$ cat src/rtl/flash_rd_pkg.sv
package flash_rd_pkg;

    localparam int SETUP_BASE = 'h54;
    localparam int SWITCH_OFS = 'h64;
    localparam int TMPL_W     = 14;
    localparam int CMD_SR_W   = 64;

    typedef enum logic [1:0] {
        LANE_X1 = 2'd0,
        LANE_X2 = 2'd1,
        LANE_X4 = 2'd3
    } lane_e;

    typedef struct packed {
        logic [1:0] lane_code;
        logic [1:0] dummy_bytes;
        logic [1:0] addr_bytes_m1;
        logic [7:0] opcode;
    } tmpl_t;

    typedef enum logic [2:0] {
        S_IDLE,
        S_CMD,
        S_DATA,
        S_DONE,
        S_GAP,
        S_ERR
    } seq_st_e;

    function automatic lane_e lane_decode(input logic [1:0] code);
        case (code)
            2'd1:    return LANE_X2;
            2'd3:    return LANE_X4;
            default: return LANE_X1;
        endcase
    endfunction

endpackage

$ cat src/rtl/flash_rd_regs.sv
module flash_rd_regs
    import flash_rd_pkg::*;
#(
    parameter int NUM_CS = 4,
    parameter int CFG_AW = 8
) (
    input  logic                    clk,
    input  logic                    rst_n,
    input  logic                    cfg_we,
    input  logic [CFG_AW-1:0]       cfg_addr,
    input  logic [31:0]             cfg_wdata,
    output tmpl_t [NUM_CS-1:0]      tmpl_o,
    output logic                    mm_mode_o
);

    typedef struct packed {
        tmpl_t [NUM_CS-1:0] tmpl;
        logic               mm;
    } regs_t;

    regs_t d, q;
    logic [NUM_CS-1:0] setup_hit;
    logic              switch_hit;

    for (genvar g = 0; g < NUM_CS; g++) begin : g_hit
        assign setup_hit[g] = cfg_we && (cfg_addr == CFG_AW'(SETUP_BASE + 4 * g));
    end
    assign switch_hit = cfg_we && (cfg_addr == CFG_AW'(SWITCH_OFS));

    always_comb begin
        d = q;
        for (int i = 0; i < NUM_CS; i++) begin
            if (setup_hit[i]) d.tmpl[i] = tmpl_t'(cfg_wdata[TMPL_W-1:0]);
        end
        if (switch_hit) d.mm = cfg_wdata[0];
    end

    always_ff @(posedge clk or negedge rst_n) begin
        if (!rst_n) q <= '0;
        else        q <= d;
    end

    assign tmpl_o    = q.tmpl;
    assign mm_mode_o = q.mm;

    p_switch_follow_r2: assert property (@(posedge clk) disable iff (!rst_n)
        (cfg_we && cfg_addr == CFG_AW'(SWITCH_OFS)) |=> (mm_mode_o == $past(cfg_wdata[0])));

endmodule

$ cat src/rtl/flash_rd_capture.sv
module flash_rd_capture
    import flash_rd_pkg::*;
#(
    parameter int ACC_W = 32
) (
    input  lane_e             lane,
    input  logic [ACC_W-1:0]  acc_i,
    input  logic [3:0]        io_in,
    output logic [ACC_W-1:0]  acc_o
);

    always_comb begin
        case (lane)
            LANE_X2: acc_o = {acc_i[ACC_W-3:0], io_in[1:0]};
            LANE_X4: acc_o = {acc_i[ACC_W-5:0], io_in[3:0]};
            default: acc_o = {acc_i[ACC_W-2:0], io_in[1]};
        endcase
    end

endmodule

$ cat src/rtl/flash_rd_pack.sv
module flash_rd_pack #(
    parameter int MAX_BYTES = 4,
    parameter int LEN_W     = 2
) (
    input  logic [8*MAX_BYTES-1:0] acc_i,
    input  logic [LEN_W-1:0]       len_m1,
    output logic [8*MAX_BYTES-1:0] data_o
);

    always_comb begin
        data_o = '0;
        for (int i = 0; i < MAX_BYTES; i++) begin
            if (i <= int'(len_m1)) begin
                data_o[8*i +: 8] = acc_i[8*(int'(len_m1) - i) +: 8];
            end
        end
    end

endmodule

$ cat src/rtl/flash_rd_seq.sv
module flash_rd_seq
    import flash_rd_pkg::*;
#(
    parameter int NUM_CS    = 4,
    parameter int OFF_W     = 32,
    parameter int MAX_BYTES = 4
) (
    input  logic                                   clk,
    input  logic                                   rst_n,
    input  tmpl_t [NUM_CS-1:0]                     tmpl,
    input  logic                                   mm_mode,
    input  logic                                   rd_req,
    input  logic [(NUM_CS > 1 ? $clog2(NUM_CS) : 1)-1:0] rd_cs,
    input  logic [OFF_W-1:0]                       rd_offset,
    input  logic [$clog2(MAX_BYTES)-1:0]           rd_len_m1,
    output logic                                   rd_ready,
    output logic                                   rd_err,
    output logic [8*MAX_BYTES-1:0]                 rd_data,
    output logic                                   sclk,
    output logic [NUM_CS-1:0]                      cs_n,
    output logic [3:0]                             io_out,
    output logic [3:0]                             io_oe,
    input  logic [3:0]                             io_in
);

    localparam int LEN_W   = $clog2(MAX_BYTES);
    localparam int DATA_W  = 8 * MAX_BYTES;
    localparam int CNT_MAX = (DATA_W > CMD_SR_W) ? DATA_W : CMD_SR_W;
    localparam int CNT_W   = $clog2(CNT_MAX + 1);

    typedef struct packed {
        seq_st_e               st;
        logic                  sclk;
        logic [NUM_CS-1:0]     csn;
        logic [CMD_SR_W-1:0]   sr;
        logic [CNT_W-1:0]      cnt;
        lane_e                 lane;
        logic [LEN_W-1:0]      len;
        logic [DATA_W-1:0]     acc;
        logic [DATA_W-1:0]     data;
    } seq_t;

    localparam seq_t SEQ_RST = '{st: S_IDLE, sclk: 1'b0, csn: {NUM_CS{1'b1}},
                                 sr: '0, cnt: '0, lane: LANE_X1, len: '0,
                                 acc: '0, data: '0};

    seq_t d, q;

    tmpl_t             sel;
    logic [31:0]       addr32;
    logic [31:0]       addr_al;
    logic [CNT_W-1:0]  cmd_clks;
    logic [CNT_W-1:0]  data_bits;
    logic [CNT_W-1:0]  data_clks;
    logic [DATA_W-1:0] acc_nxt;
    logic [DATA_W-1:0] data_pk;

    assign sel      = tmpl[rd_cs];
    assign addr32   = 32'(rd_offset);
    assign addr_al  = addr32 << (5'd24 - {sel.addr_bytes_m1, 3'b000});
    assign cmd_clks = CNT_W'((2 + int'(sel.addr_bytes_m1) + int'(sel.dummy_bytes)) * 8);
    assign data_bits = (CNT_W'(q.len) + CNT_W'(1)) << 3;

    always_comb begin
        case (q.lane)
            LANE_X2: data_clks = data_bits >> 1;
            LANE_X4: data_clks = data_bits >> 2;
            default: data_clks = data_bits;
        endcase
    end

    flash_rd_capture #(.ACC_W(DATA_W)) i_capture (
        .lane  (q.lane),
        .acc_i (q.acc),
        .io_in (io_in),
        .acc_o (acc_nxt)
    );

    flash_rd_pack #(.MAX_BYTES(MAX_BYTES), .LEN_W(LEN_W)) i_pack (
        .acc_i  (q.acc),
        .len_m1 (q.len),
        .data_o (data_pk)
    );

    always_comb begin
        d = q;
        case (q.st)
            S_IDLE: begin
                d.sclk = 1'b0;
                d.csn  = '1;
                if (rd_req) begin
                    if (!mm_mode) begin
                        d.st = S_ERR;
                    end else begin
                        d.st   = S_CMD;
                        d.csn  = ~(NUM_CS'(1) << rd_cs);
                        d.sr   = {sel.opcode, addr_al, 24'b0};
                        d.cnt  = cmd_clks;
                        d.lane = lane_decode(sel.lane_code);
                        d.len  = rd_len_m1;
                        d.acc  = '0;
                    end
                end
            end
            S_CMD: begin
                if (!q.sclk) begin
                    d.sclk = 1'b1;
                end else begin
                    d.sclk = 1'b0;
                    d.sr   = q.sr << 1;
                    if (q.cnt == CNT_W'(1)) begin
                        d.st  = S_DATA;
                        d.cnt = data_clks;
                    end else begin
                        d.cnt = q.cnt - CNT_W'(1);
                    end
                end
            end
            S_DATA: begin
                if (!q.sclk) begin
                    d.sclk = 1'b1;
                    d.acc  = acc_nxt;
                end else begin
                    d.sclk = 1'b0;
                    if (q.cnt == CNT_W'(1)) begin
                        d.st   = S_DONE;
                        d.csn  = '1;
                        d.data = data_pk;
                    end else begin
                        d.cnt = q.cnt - CNT_W'(1);
                    end
                end
            end
            S_DONE:  d.st = S_GAP;
            S_GAP:   d.st = S_IDLE;
            S_ERR:   d.st = S_IDLE;
            default: d = SEQ_RST;
        endcase
    end

    always_ff @(posedge clk or negedge rst_n) begin
        if (!rst_n) q <= SEQ_RST;
        else        q <= d;
    end

    assign rd_ready = (q.st == S_DONE) || (q.st == S_ERR);
    assign rd_err   = (q.st == S_ERR);
    assign rd_data  = q.data;
    assign sclk     = q.sclk;
    assign cs_n     = q.csn;
    assign io_out   = (q.st == S_CMD) ? {3'b000, q.sr[CMD_SR_W-1]} : 4'b0000;
    assign io_oe    = (q.st == S_CMD) ? 4'b0001 : 4'b0000;

    p_err_quiet_r3: assert property (@(posedge clk) disable iff (!rst_n)
        (q.st == S_IDLE && rd_req && !mm_mode) |=> (rd_ready && rd_err && (&cs_n) && !sclk));

    p_cs_onehot_r5: assert property (@(posedge clk) disable iff (!rst_n)
        $onehot0(~cs_n));

    p_oe_needs_cs_r4: assert property (@(posedge clk) disable iff (!rst_n)
        (|io_oe) |-> !(&cs_n));

    p_ready_cs_high_r8: assert property (@(posedge clk) disable iff (!rst_n)
        rd_ready |-> (&cs_n));

    p_ready_single_r8: assert property (@(posedge clk) disable iff (!rst_n)
        rd_ready |=> !rd_ready);

    p_cs_gap_r8: assert property (@(posedge clk) disable iff (!rst_n)
        (!(&cs_n) && $past(&cs_n)) |-> $past(&cs_n, 2));

    p_sclk_idle_r9: assert property (@(posedge clk) disable iff (!rst_n)
        (&cs_n) |-> !sclk);

    p_mode0_shift_r9: assert property (@(posedge clk) disable iff (!rst_n)
        (!(&cs_n) && !$past(&cs_n) && !$stable(io_out)) |-> $fell(sclk));

endmodule

$ cat src/rtl/flash_rd_window.sv
module flash_rd_window
    import flash_rd_pkg::*;
#(
    parameter int NUM_CS    = 4,
    parameter int CFG_AW    = 8,
    parameter int OFF_W     = 32,
    parameter int MAX_BYTES = 4
) (
    input  logic                       clk,
    input  logic                       rst_n,
    input  logic                       cfg_we,
    input  logic [CFG_AW-1:0]          cfg_addr,
    input  logic [31:0]                cfg_wdata,
    input  logic                       rd_req,
    input  logic [(NUM_CS > 1 ? $clog2(NUM_CS) : 1)-1:0] rd_cs,
    input  logic [OFF_W-1:0]           rd_offset,
    input  logic [$clog2(MAX_BYTES)-1:0] rd_len_m1,
    output logic                       rd_ready,
    output logic                       rd_err,
    output logic [8*MAX_BYTES-1:0]     rd_data,
    output logic                       fl_sclk,
    output logic [NUM_CS-1:0]          fl_cs_n,
    output logic [3:0]                 fl_io_out,
    output logic [3:0]                 fl_io_oe,
    input  logic [3:0]                 fl_io_in
);

    tmpl_t [NUM_CS-1:0] tmpl;
    logic               mm_mode;

    flash_rd_regs #(.NUM_CS(NUM_CS), .CFG_AW(CFG_AW)) i_regs (
        .clk       (clk),
        .rst_n     (rst_n),
        .cfg_we    (cfg_we),
        .cfg_addr  (cfg_addr),
        .cfg_wdata (cfg_wdata),
        .tmpl_o    (tmpl),
        .mm_mode_o (mm_mode)
    );

    flash_rd_seq #(.NUM_CS(NUM_CS), .OFF_W(OFF_W), .MAX_BYTES(MAX_BYTES)) i_seq (
        .clk       (clk),
        .rst_n     (rst_n),
        .tmpl      (tmpl),
        .mm_mode   (mm_mode),
        .rd_req    (rd_req),
        .rd_cs     (rd_cs),
        .rd_offset (rd_offset),
        .rd_len_m1 (rd_len_m1),
        .rd_ready  (rd_ready),
        .rd_err    (rd_err),
        .rd_data   (rd_data),
        .sclk      (fl_sclk),
        .cs_n      (fl_cs_n),
        .io_out    (fl_io_out),
        .io_oe     (fl_io_oe),
        .io_in     (fl_io_in)
    );

endmodule

$ cat config.mk
export PLATFORM = sky130hd
export DESIGN_NAME = flash_rd_window
export DESIGN_NICKNAME = d
export VERILOG_FILES = /design/src/rtl/flash_rd_pkg.sv /design/src/rtl/flash_rd_regs.sv /design/src/rtl/flash_rd_capture.sv /design/src/rtl/flash_rd_pack.sv /design/src/rtl/flash_rd_seq.sv /design/src/rtl/flash_rd_window.sv
export SDC_FILE = /design/constraint.sdc
export NUM_CORES = 1
export LEC_CHECK = 0
export ABC_AREA = 0
export ABC_CLOCK_PERIOD_IN_PS = 2900
export BUFFER_PORTS_ARGS = -buffer_cell sky130_fd_sc_hd__buf_4
export CORE_AREA = 2 2 159 161
export CTS_BUF_LIST = sky130_fd_sc_hd__clkbuf_4 sky130_fd_sc_hd__clkbuf_8
export CTS_CLUSTER_SIZE = 30
export DETAILED_ROUTE_END_ITERATION = 10
export DIE_AREA = 0 0 161 163
export PLACE_DENSITY_LB_ADDON = 0.2
export SLEW_MARGIN = 20
export SYNTH_ARGS = -nofsm -noshare
export SYNTH_HDL_FRONTEND = slang
export SYNTH_SLANG_ARGS = --single-unit
$ cat constraint.sdc
create_clock -name clk -period 2.9 [get_ports clk]
set_input_delay 0.145 -clock clk [delete_from_list [all_inputs] [get_ports clk]]
set_output_delay 0.145 -clock clk [all_outputs]
set_load 0.03 [all_outputs]
**Word-level counts from Yosys, hierarchy flattened**

Cells that the tools add are included.

- Register bits: 204
- Bits in latches: 0
- RAM bits: 0
- ROM bits: 0
- Bits of input ports: 84
- Output and inout bits: 47
- Logic and storage cells: 129
- Memories: 0

- Add/subtract/negate cells: 8
- Multiply operators: 0
- Div/mod/pow operators: 0
- $lt $le $gt $ge: 4
- Eq/ne operators: 23
- Shift operators: 6
- Mux-type cells: 36
- Bitwise operators: 6
- Reduce and logical (&&, ||, !) cells: 20

Operator list:

| kind | count |
|---|---|
| 111-bit two-way mux | 2 |
| 64-bit one-hot mux with 3 select lines | 1 |
| 32-bit one-hot mux with 2 select lines | 2 |
| 32-bit by 6-bit indexed part select with 8-bit output | 4 |
| 32-bit two-way mux | 3 |
| 32-bit one-hot mux with 3 select lines | 1 |
| 71-bit two-way mux | 1 |
| 8-bit by 7-bit equality test with 1-bit output, second input constant | 5 |
| 32-bit by 5-bit left shift with 32-bit output | 1 |
| 14-bit binary-select mux with 2-bit select | 1 |
| 7-bit one-hot mux with 4 select lines | 1 |
| 8-bit two-way mux | 3 |
| 7-bit two-way mux | 3 |
| 3-bit two-way mux | 6 |
| 14-bit two-way mux | 1 |
| 7-bit one-hot mux with 2 select lines | 1 |
| 3-bit one-hot mux with 4 select lines | 1 |
| 4-bit one-hot mux with 3 select lines | 1 |
| 5-bit OR reduction | 2 |
| 3-bit AND reduction | 3 |
| 4-bit two-way mux | 2 |
| 2-bit by 1-bit != test with 1-bit output, second input constant | 4 |
| 2-bit != test, second input constant | 4 |
| 4-bit one-hot mux with 2 select lines | 1 |
| 31 further kinds | 49 |

**Longest topological paths before layout**

- Word-level depth: 7
- Depth in mapped cells: 11
- Mapped depth without buffers: 8

**Modules after synthesis**

Synthesis repeated with hierarchy kept, for this count alone.

- Cells, all modules: 943
- Area, all modules: 10224.8 um^2

By module, submodules not included:

| module | instances | cells an instance | area an instance (um^2) | sequential area each (um^2) |
|---|---|---|---|---|
| flash_rd_seq | 1 | 637 | 6473.7 | 3083.0 |
| flash_rd_regs | 1 | 128 | 2323.5 | 1426.4 |
| flash_rd_pack | 1 | 75 | 737.0 | 0.0 |
| flash_rd_capture | 1 | 103 | 690.7 | 0.0 |

**Worst setup path after synthesis**

Ideal clock, no wire load.

- Path type: register to register
- From: register i_seq.q[64] (netlist name)
- To: register i_seq.q, in the netlist i_seq.rd_data[31]
- Setup time: 0.134 ns
- Data arrival time: 2.277 ns
- Slack: 0.489 ns
- Cell stages (with the launch flop): 10
- Path buffers: 4
- Period minus slack after synthesis: 2.411 ns
- Cell sequence: dfrtp_1 -> buf_2 -> buf_2 -> inv_1 -> ha_1 -> buf_2 -> clkbuf_1 -> mux4_2 -> nand2_1 -> o21ai_0

- Longest elaborated chain between the ends: 6
- Elaborated cells on any way between the ends: 7
- Those cells by class: add/sub (1); order compare (1); shift (1); mux (4)

RTL lines:

| element | line | RTL |
|---|---|---|
| start: declaration | flash_rd_seq.sv:47 | `seq_t d, q;` |
| start signal: assignment | flash_rd_seq.sv:142 | `if (!rst_n) q <= SEQ_RST;` |
| start signal: assignment | flash_rd_seq.sv:143 | `else q <= d;` |
| 2-bit by 2-bit subtractor with 3-bit output | flash_rd_pack.sv:14 | `data_o[8*i +: 8] = acc_i[8*(int'(len_m1) - i) +: 8];` |
| 32-bit by 6-bit indexed part select with 8-bit output | flash_rd_pack.sv:14 |  |
| 8-bit two-way mux * | flash_rd_pack.sv:13 | `if (i <= int'(len_m1)) begin` |
| 32-bit two-way mux * | flash_rd_seq.sv:125 | `if (q.cnt == CNT_W'(1)) begin` |
| 32-bit two-way mux * | flash_rd_seq.sv:120 | `if (!q.sclk) begin` |
| 32-bit one-hot mux with 2 select lines * | flash_rd_seq.sv:87 | `case (q.st)` |

Every way passes the cells marked *; elsewhere a longest branch is shown, timed or not. The select of a mux whose other input is x is not followed.
A chain may end at the register's enable or synchronous reset.

**Final worst setup path**

- From: register i_seq.q[145] (netlist name)
- To: output port fl_io_oe[0]

- Longest elaborated chain between the ends: 2

RTL lines:

| element | line | RTL |
|---|---|---|
| 3-bit by 1-bit equality test with 1-bit output | flash_rd_seq.sv:152 | `assign io_oe = (q.st == S_CMD) ? 4'b0001 : 4'b0000;` |
| 1-bit two-way mux | flash_rd_seq.sv:152 |  |
| end: declaration | flash_rd_window.sv:24 | `output logic [3:0] fl_io_oe,` |

No other way between the ends.

==> flow_metrics.tcl <==
set metrics [dict create \
    status "finished clean" \
    grt.total_usage_pct 20.4 \
    worst_slack_ns 0.307 \
    rrSetupSlack_ns 0.61 \
    holdPathStages 3 \
    drive_above_1_share_pct 26.2 \
    r2r-end "i_seq.rd_data[24]" \
    holdWs_ns 0.0266 \
    io_pins 131 \
    vdd_ir_drop_max_mv 0.432 \
    syn_avg_cell_area_sq_um 10.1 \
    relSlewSlack_pct 46.7 \
    placed_area_sq_mm 0.0118 \
    wl_um 26200 \
    fillers 2323 \
    grt_pass1_wl_um 43400 \
    critPathMaxFanout 64 \
    regArea_sq_mm 0.00509 \
    multi_input_area_sq_mm 0.00520 \
    tightest_slew_ns 0.798 \
    viasPerCell 5.47 \
    drtIter0Drc 661 \
    h-tree-depth 2 \
    synth.distinct_cells 59 \
    grt_pass1_vias 8408 \
    die_w_um 161 \
    synth_warnings 0 \
    grt_max_degree 84 \
    clock_latency_ns 0.52 \
    clkPwrFrac_pct 29.6 \
    ctsResizeCount 0 \
    grt_overflow_total 0 \
    dp_cells 1435 \
    postCtsSetupBuffers 0 \
    ys_seq_area_share_pct 46.5 \
    antenna_left 0 \
    path_class "flip-flop to primary output" \
    power.static_leakage_nw 5.66 \
    clkSlewWorstSetupHoldPaths_ns 0.06 \
    die_height_um 163 \
    period_share_pct 89.4 \
    p_seq_share_pct 38.9 \
    post_drt_wl_per_cell_um 17.1 \
    power_mw 9.13 \
    worst_ep_arrival_time_ns 2.45 \
    dieArea_sq_mm 0.0262 \
    drv_cap 0 \
    stdcell_area_sq_mm 0.0129 \
    setup_violations 0 \
    post-route-util_pct 52.3 \
    period_needed_ns 2.59 \
    holdPathEnd "i_seq.q[32]" \
    intPower_mw 5.89 \
    max_freq_mhz 386 \
    p_sw_share_pct 35.5 \
    cts_tree "yes" \
    p_per_area_mw_per_mm2 707 \
    rows 58 \
    hold_start "fl_io_in[1]" \
    synthToLayoutAreaGrowth_pct 18.1 \
    tns_ns 0 \
    portBuffers 106 \
    dp_hpwl_um 17100 \
    num-nets-final 1272 \
    clock_sinks 203 \
    r2r-start "i_seq.q[64]" \
    ff2ff_path_depth 6 \
    clockRootBuffer "clkbuf_8" \
    place_congestion 0.826 \
    combPwrFrac_pct 31.5 \
    required_ns 2.76 \
    initial_core_util_pct 44.3 \
    synth_seq_cells 203 \
    netlist_instances 1084 \
    first_pass_iters 8 \
    synth_flop_cell "dfrtp_1" \
    synthArstFlopShare_pct 100 \
    worst_setup_path_end_kind "primary output" \
    drc 0 \
    cts_buffers 37 \
    p_switching_mw 3.24 \
    coreArea_sq_mm 0.0247 \
    diodes 0 \
    syn_area_sq_mm 0.0109 \
    hp-class "input port to flip-flop" \
    hold_viol_final 0 \
    slew_violations 0 \
    cts_buffer_depth 3 \
    rsz0062_at_grt "no" \
    skew_ns 0.0102 \
    pre_cts_slack_ns 0.588 \
    num_vias 8389 \
    hold_buffers 36 \
    synth_edf_count 0 \
    antenna_found_initial 0 \
    critPathLaunchType "flip-flop" \
    fin_cells 1534 \
]
==> routing by layer <==
metal	vias to the layer above	track usage (%)	part of all wire (%)
li1	4012	-	-
met1	4094	26.8	44
met2	208	33.6	48
met3	75	3.08	3.7
met4	0	9.09	4.0
met5	-	0	0
==> cells in the mapped netlist (all sizes together), types with 4 or more instances <==
cell type	n	area, sq um
dfstp	4	105
and3	9	56.3
ha	7	87.6
a221oi	27	236
mux2	68	792
o211ai	29	218
inv	10	37.5
clkbuf	50	189
o22ai	4	25.0
buf	70	458
mux2i	64	641
mux4	30	676
o31ai	8	60.1
nor2b	4	25.0
nor2	89	337
a21oi	39	195
dfrtp	199	4980
a221o	8	80.1
o21ai	77	385
nor3	6	30.0
nand2	200	751
nand3	36	190
==> worst max-delay path, stage by stage (launching register included) <==
cell and delay, ns:
dfrtp_1 0.37, nor2_1 0.45, nand2_1 0.20, clkinv_1 0.07
buf_4 0.53, buf_4 0.28
==> final cells by class <==
class / count / area share, %
clock buffer: 58 / 5.46
clock inverter: 5 / 0.272
inverter: 12 / 0.349
multi-input combinational: 754 / 40.3
sequential: 203 / 39.4
tap: 330 / 3.20
timing repair buffer: 172 / 10.9
==> how the worst max path moves through the flow <==
stage | from | endpoint | slack [ns] | cells after the start
final | i_seq.q[145] | fl_io_oe[0] | 0.31 | 5
after global routing | i_seq.q[145] | fl_io_oe[0] | 0.07 | 5
after CTS | i_seq.q[145] | fl_io_oe[0] | 0.22 | 5
after detailed placement | rd_cs[0] | i_seq.q[106] | 0.59 | 8
after global placement | rd_cs[0] | i_seq.q[106] | 0.60 | 8
after floorplan | i_seq.q[64] | i_seq.rd_data[31] | 0.49 | 9
==> power groups by stage <==
stage	clock network, mW	logic, mW	registers (mW)
6_report	2.70	2.88	3.55
5_1_grt	2.93	3.22	3.60
4_1_cts	2.78	2.90	3.54
3_5_place_dp	0	2.85	3.59
3_3_place_gp	0	2.82	3.58
2_1_floorplan	0	2.12	3.47
==> layout by cell type, fill, tap and decap left out, types with 8 or more instances in the layout <==
cell type	count
a221o_1	8
o21ai_0	70
mux4_2	30
o31ai_1	8
mux2_2	61
mux2i_1	64
nand2_1	199
dlygate4sd3_1	36
dfrtp_1	196
o211ai_1	29
clkbuf_4	15
nor2_1	87
clkbuf_8	44
and3_1	9
nand3_1	34
a21oi_1	38
a221oi_1	27
inv_1	10
buf_4	133
==> logic make-up after synthesis <==
logic type / Yosys count / share of synthesized area [%]
simple gates: 364 / 14.1
mux: 162 / 19.3
compound gates: 209 / 12.4
flops: 203 / 46.5
other cells: 1 / 0.0343
xor+xnor: 5 / 0.401
fa+ha+maj: 8 / 0.985
buf+inv: 132 / 6.33
==> sequential cells by signal (all words and copies together) (netlist names) <==
register          cells
i_seq.q             109
i_regs.tmpl_o        56
i_seq.rd_data        32
i_seq.cs_n            4
i_regs.mm_mode_o      1
i_seq.sclk            1
No activity file was read; power rests on OpenSTA's default activity.
